===== src/rtl/csr_access_guard.sv =====
module csr_access_guard #(
  parameter int ADDR_W = 12,
  parameter logic [ADDR_W-5:0] DBG_PAGE = 'h7B
) (
  input  logic              clk,
  input  logic              rst,
  input  logic [ADDR_W-1:0] acc_addr,
  input  logic              acc_rd,
  input  logic              acc_wr,
  input  logic [1:0]        cur_priv,
  input  logic              dbg_mode,
  input  logic              csr_exists,
  output logic              illegal,
  output logic              exc_pulse,
  output logic [ADDR_W-1:0] rf_addr,
  output logic              rf_rd,
  output logic              rf_wr
);
  localparam int RO_HI = ADDR_W - 1;
  localparam int RO_LO = ADDR_W - 2;
  localparam int LV_HI = ADDR_W - 3;
  localparam int LV_LO = ADDR_W - 4;

  logic       active;
  logic       ro_space;
  logic [1:0] need_lvl;
  logic [1:0] eff_priv;
  logic       dbg_only;
  logic       bad_ro, bad_lvl, bad_rsv, bad_dbg, bad_missing;

  assign active   = acc_rd | acc_wr;
  assign ro_space = (acc_addr[RO_HI:RO_LO] == 2'b11);
  assign need_lvl = acc_addr[LV_HI:LV_LO];
  assign eff_priv = dbg_mode ? 2'b11 : cur_priv;
  assign dbg_only = (acc_addr[ADDR_W-1:4] == DBG_PAGE);

  assign bad_ro      = ro_space & acc_wr;
  assign bad_rsv     = (need_lvl == 2'b10);
  assign bad_lvl     = (eff_priv < need_lvl);
  assign bad_dbg     = dbg_only & ~dbg_mode;
  assign bad_missing = ~csr_exists;

  assign illegal = active & (bad_ro | bad_rsv | bad_lvl | bad_dbg | bad_missing);

  assign rf_addr = acc_addr;
  assign rf_rd   = acc_rd & ~illegal;
  assign rf_wr   = acc_wr & ~illegal;

  always_ff @(posedge clk) begin
    if (rst) exc_pulse <= 1'b0;
    else     exc_pulse <= illegal;
  end


  idle_quiet_chk: assert property (@(posedge clk) disable iff (rst)
    !(acc_rd || acc_wr) |-> !illegal && !rf_rd && !rf_wr);


  ro_write_chk: assert property (@(posedge clk) disable iff (rst)
    acc_wr && acc_addr[RO_HI:RO_LO] == 2'b11 |-> illegal);


  low_priv_chk: assert property (@(posedge clk) disable iff (rst)
    (acc_rd || acc_wr) && !dbg_mode && cur_priv < acc_addr[LV_HI:LV_LO] |-> illegal);


  dbg_page_chk: assert property (@(posedge clk) disable iff (rst)
    (acc_rd || acc_wr) && !dbg_mode && acc_addr[ADDR_W-1:4] == DBG_PAGE |-> illegal);


  gated_wr_chk: assert property (@(posedge clk) disable iff (rst)
    illegal |-> !rf_wr && !rf_rd);


  exc_follow_chk: assert property (@(posedge clk) disable iff (rst)
    illegal |=> exc_pulse);


  exc_quiet_chk: assert property (@(posedge clk) disable iff (rst)
    !illegal |=> !exc_pulse);
endmodule


===== config.mk =====
export PLATFORM = sky130hd
export DESIGN_NAME = csr_access_guard
export DESIGN_NICKNAME = d
export VERILOG_FILES = /design/src/rtl/csr_access_guard.sv
export SDC_FILE = /design/constraint.sdc
export NUM_CORES = 1
export LEC_CHECK = 0
export ABC_AREA = 1
export BUFFER_PORTS_ARGS = -buffer_cell sky130_fd_sc_hd__buf_2
export CAP_MARGIN = 0
export CORE_AREA = 2 2 39 41
export DETAILED_ROUTE_END_ITERATION = 6
export DIE_AREA = 0 0 41 43
export SYNTH_ARGS = -nofsm -noshare
export SYNTH_HDL_FRONTEND = slang
export SYNTH_SLANG_ARGS = --single-unit

===== constraint.sdc =====
create_clock -name clk -period 1.3 [get_ports clk]
set_clock_uncertainty 0.15 [all_clocks]
set_input_delay 0.065 -clock clk [delete_from_list [all_inputs] [get_ports clk]]
set_output_delay 0.065 -clock clk [all_outputs]
set_load 0.005 [all_outputs]

Yosys cells after proc, flatten, opt, wreduce, memory -nomap -nowiden
Index checks and enable logic that the tools add are counted.

storage, ports and cells
  bits in latches = 0
  register bits = 1
  word-level logic and storage cells = 19
  input port bits = 20
  output and inout bits = 16
  memories kept = 0
  ROM bits = 0
  bits in writable memories = 0

operators by class
  $add $sub $neg = 0
  equal/unequal tests = 3
  shift-type cells = 0
  divide/modulo/power cells = 0
  bitwise operators = 13
  multipliers = 0
  mux-type cells = 1
  order comparisons = 1
  reduce and logical (&&, ||, !) cells = 0

operators with widths
  kind                                           number
  == test 8 x 7 -> 1 bit, second input constant  1
  bitwise AND 1 bit                              5
  bitwise OR 1 bit                               5
  == test 2 bit, second input constant           2
  NOT 1 bit                                      3
  < comparator 2 bit                             1
  2-to-1 mux 2 bit                               1

Longest topological paths before layout
  depth after elaboration = 9
  depth in mapped cells = 9
  depth with buffers taken out = 9

Least setup slack after synthesis
No wires, ideal clock.

  path kind = input to output
  from = input cur_priv[1]
  to = output illegal
  cell stages on the path = 7
  required time = 1085 ps
  arrival time = 1027 ps
  path buffers = 0
  setup slack = 58 ps
  path through = or2_2 -> ha_1 -> o21ai_0 -> nor3_2 -> nand2_2 -> nand2_2 -> inv_1

on the way
  word-level cells in the longest chain between the ends = 6

RTL lines
  element                        line  source
  start: declaration             10    input logic [1:0] cur_priv,
  2-to-1 mux 2 bit               34    assign eff_priv = dbg_mode ? 2'b11 : cur_priv;
  < comparator 2 bit             39    assign bad_lvl = (eff_priv < need_lvl);
  bitwise OR 1 bit (3 in a row)  43    assign illegal = active & (bad_ro | bad_rsv | bad_lvl | bad_dbg | bad_missing);
  bitwise AND 1 bit              43
  end: declaration               13    output logic illegal,

Every way passes these cells.

Worst setup path in the final report
Same ends and word-level chain as after synthesis.

==> flow_metrics.env <==
export IMPL_setup_tns_ps=-150
export IMPL_antenna_found_initial=0
export IMPL_antennaDiodeCount=0
export IMPL_synth_edf_count=0
export IMPL_max_cap_violations=0
export IMPL_comb_power_share_pct=75.8
export IMPL_slew_violations=0
export IMPL_final_period_utilization_pct=105
export IMPL_violations="negative setup slack"
export IMPL_peakVddDrop_v=0.0000831
export IMPL_wirelength_um=590
export IMPL_utilization_pct=28.1
export IMPL_setup_worst_path_class="input port to output port"
export IMPL_max_slew_margin_rel_pct=89.8
export IMPL_p_leak_nw=0.240
export IMPL_vias=294
export IMPL_synth_top_cells_by_count="buf_4 (12), nand2_1 (9), inv_1 (8)"
export IMPL_design_area_um2=389
export IMPL_synth_area_leader_cell="buf_4"
export IMPL_num_nets_final=86
export IMPL_yosysTopAreaCellShare_pct=35.6
export IMPL_rsz0062_at_grt="true"
export IMPL_drive_gt1_share_pct=54.0
export IMPL_globalRouteTotalUtil_pct=5.29
export IMPL_fp_dieArea_mm2=0.00176
export IMPL_synth_top_flop_cell="dfxtp_1"
export IMPL_synth_avg_cell_area_um2=5.74
export IMPL_grt_pass1_wl_um=696
export IMPL_firstDrtPassIters=2
export IMPL_yosysMostFrequentCell="buf_4"
export IMPL_syn_area_um2=253
export IMPL_cpPeakStageDelay_ps=270
export IMPL_yosys_warnings=0
export IMPL_slowest_stage="ha_4"
export IMPL_power_density_mw_per_mm2=365
export IMPL_drt_iter0_markers=2
export IMPL_drtAntennaViolNets=0
export IMPL_hold_path_class="input port to flip-flop"
export IMPL_synthArstFlopShare_pct=0
export IMPL_tightest_slew_ps=152
export IMPL_placed_area_um2=318
export IMPL_p_switching_mw=0.0469
export IMPL_start_util_pct=18.3
export IMPL_post_cts_buffers=0
export IMPL_power_frac_clock_pct=0
export IMPL_cp_cell_sequence="buf_6 > or2_4 > ha_4 > o21ai_2 > nor3_2 > nand2_2 > nand2_2 > inv_1 > buf_2"
export IMPL_regMostFlops="exc_pulse"
export IMPL_largest_reg_flops=1
export IMPL_crit_path_end_kind="output port"
export IMPL_ys_seq_area_share_pct=7.92
export IMPL_area_growth_synth_to_final_pct=54.0
export IMPL_worstPathMaxFanout=3
export IMPL_overflow=0
export IMPL_cp_required_ps=1090
export IMPL_synthTopCellsByArea="buf_4 (36%), nand2_1 (13%), inv_1 (12%)"
export IMPL_worst_setup_path_start_kind="input port"
export IMPL_synthCells=44
export IMPL_dpl_hpwl_um=497
export IMPL_wl_per_cell_um=7.47
export IMPL_setup_violations_final=4
export IMPL_synth_fp_nets=65
export IMPL_gp_congestion=0.718
export IMPL_die_h_um=43
export IMPL_status="finished, violations left"
export IMPL_synth_seq_cells=1
export IMPL_chipWidth_um=41
export IMPL_intPower_mw=0.0951
export IMPL_hold_viol=0
export IMPL_grt_max_degree=4
export IMPL_dp_slack_ps=-178
export IMPL_holdWs_ps=74.8
export IMPL_pwr_share_seq_pct=24.2
export IMPL_top_regs="exc_pulse: 1 flops"
export IMPL_worstPathArrival_ps=1150
export IMPL_swShare_pct=33.0
export IMPL_crit_top_cell="nand2_2"
export IMPL_period_needed_ps=1370
export IMPL_drcViolationCount=0
export IMPL_finalWorstSetupSlack_ps=-65.3
export IMPL_fmax_mhz=732
export IMPL_viasPerCell=3.72
export IMPL_io_pins=36
export IMPL_port_buffers=27
export IMPL_grt_pass1_vias=214
export IMPL_synthDistinctLibCells=11
export IMPL_core_area_mm2=0.00138
export IMPL_rows=14
export IMPL_clk_pin_slew_ps=0
==> layout make-up <==
class                           count  area, um2
Fill cell                         164        995
Timing Repair Buffer               31        188
Multi-Input combinational cell     23        131
Inverter                            8       30.0
Sequential cell                     1       20.0
Tap cell                           16       20.0
==> path summary, 6_finish.rpt <==
path,slack [ps],from,depth (start not counted),endpoint
setup / recovery,-70,cur_priv[1],9,illegal
hold / removal,70,rst,2,exc_pulse
==> metrics by stage <==
step | power [mW] | instances
3_5_place_dp | 0.120 | 75
5_1_grt | 0.157 | 79
2_1_floorplan | 0.0969 | 44
4_1_cts | 0.143 | 79
3_3_place_gp | 0.118 | 75
6_report | 0.142 | 79
==> timing repair <==
| action | 4_1_cts | 5_1_grt |
|---|---|---|
| hold buffers | 4 | 0 |
| resized for setup | 6 | 0 |
| endpoints found under the hold margin | 4 | 0 |
| setup endpoints to repair | 4 | 4 |
| pin swaps | 1 | 2 |
==> cells in the final DEF, fill, tap and decap left out <==
| cell type | netlist | layout |
|---|---|---|
| dlygate4sd3_1 | 0 | 4 |
| nor3_2 | 1 | 1 |
| nand2_1 | 9 | 9 |
| nor2_2 | 1 | 1 |
| ha_4 | 0 | 1 |
| buf_2 | 0 | 25 |
| nand2_2 | 2 | 2 |
| buf_6 | 0 | 2 |
| o21ai_2 | 0 | 1 |
| nor2_1 | 7 | 7 |
| dfxtp_1 | 1 | 1 |
| inv_1 | 8 | 8 |
| or2_4 | 0 | 1 |
==> metal layers <==
metal	track usage, %	up-vias	wire [um]
li1	-	153	-
met1	5.38	120	228
met2	11.3	21	287
met3	0	0	74
met4	0	0	0
met5	0	-	0
==> kinds of logic (layout without fill, tap and decap cells) <==
kind of cell               count (synthesis)  after routing  synth area share [%]
buffers and inverters                     20             39                  47.5
adders and majority gates                  1              1                  4.95
and+or+nand+nor                           21             21                  37.6
AOI/OAI and AO/OA                          1              1                  1.98
DFF                                        1              1                  7.92
==> critical path, delay by kind of cell <==
kind / cells / cell delay, ps
and+or+nand+nor: 4 / 540
AOI/OAI and AO/OA: 1 / 50
buffers and inverters: 3 / 230
adders and majority gates: 1 / 270
==> power by group through the flow <==
| stage | sequential (mW) | clock [mW] | combinational, mW |
|---|---|---|---|
| after detailed placement | 0.0346 | 0 | 0.0852 |
| final | 0.0343 | 0 | 0.108 |
| after global placement | 0.0344 | 0 | 0.0836 |
| after global routing | 0.0347 | 0 | 0.122 |
| after CTS | 0.0343 | 0 | 0.109 |
| after floorplan | 0.0350 | 0 | 0.0619 |
Note: power is estimated with default switching activity, not from simulation.
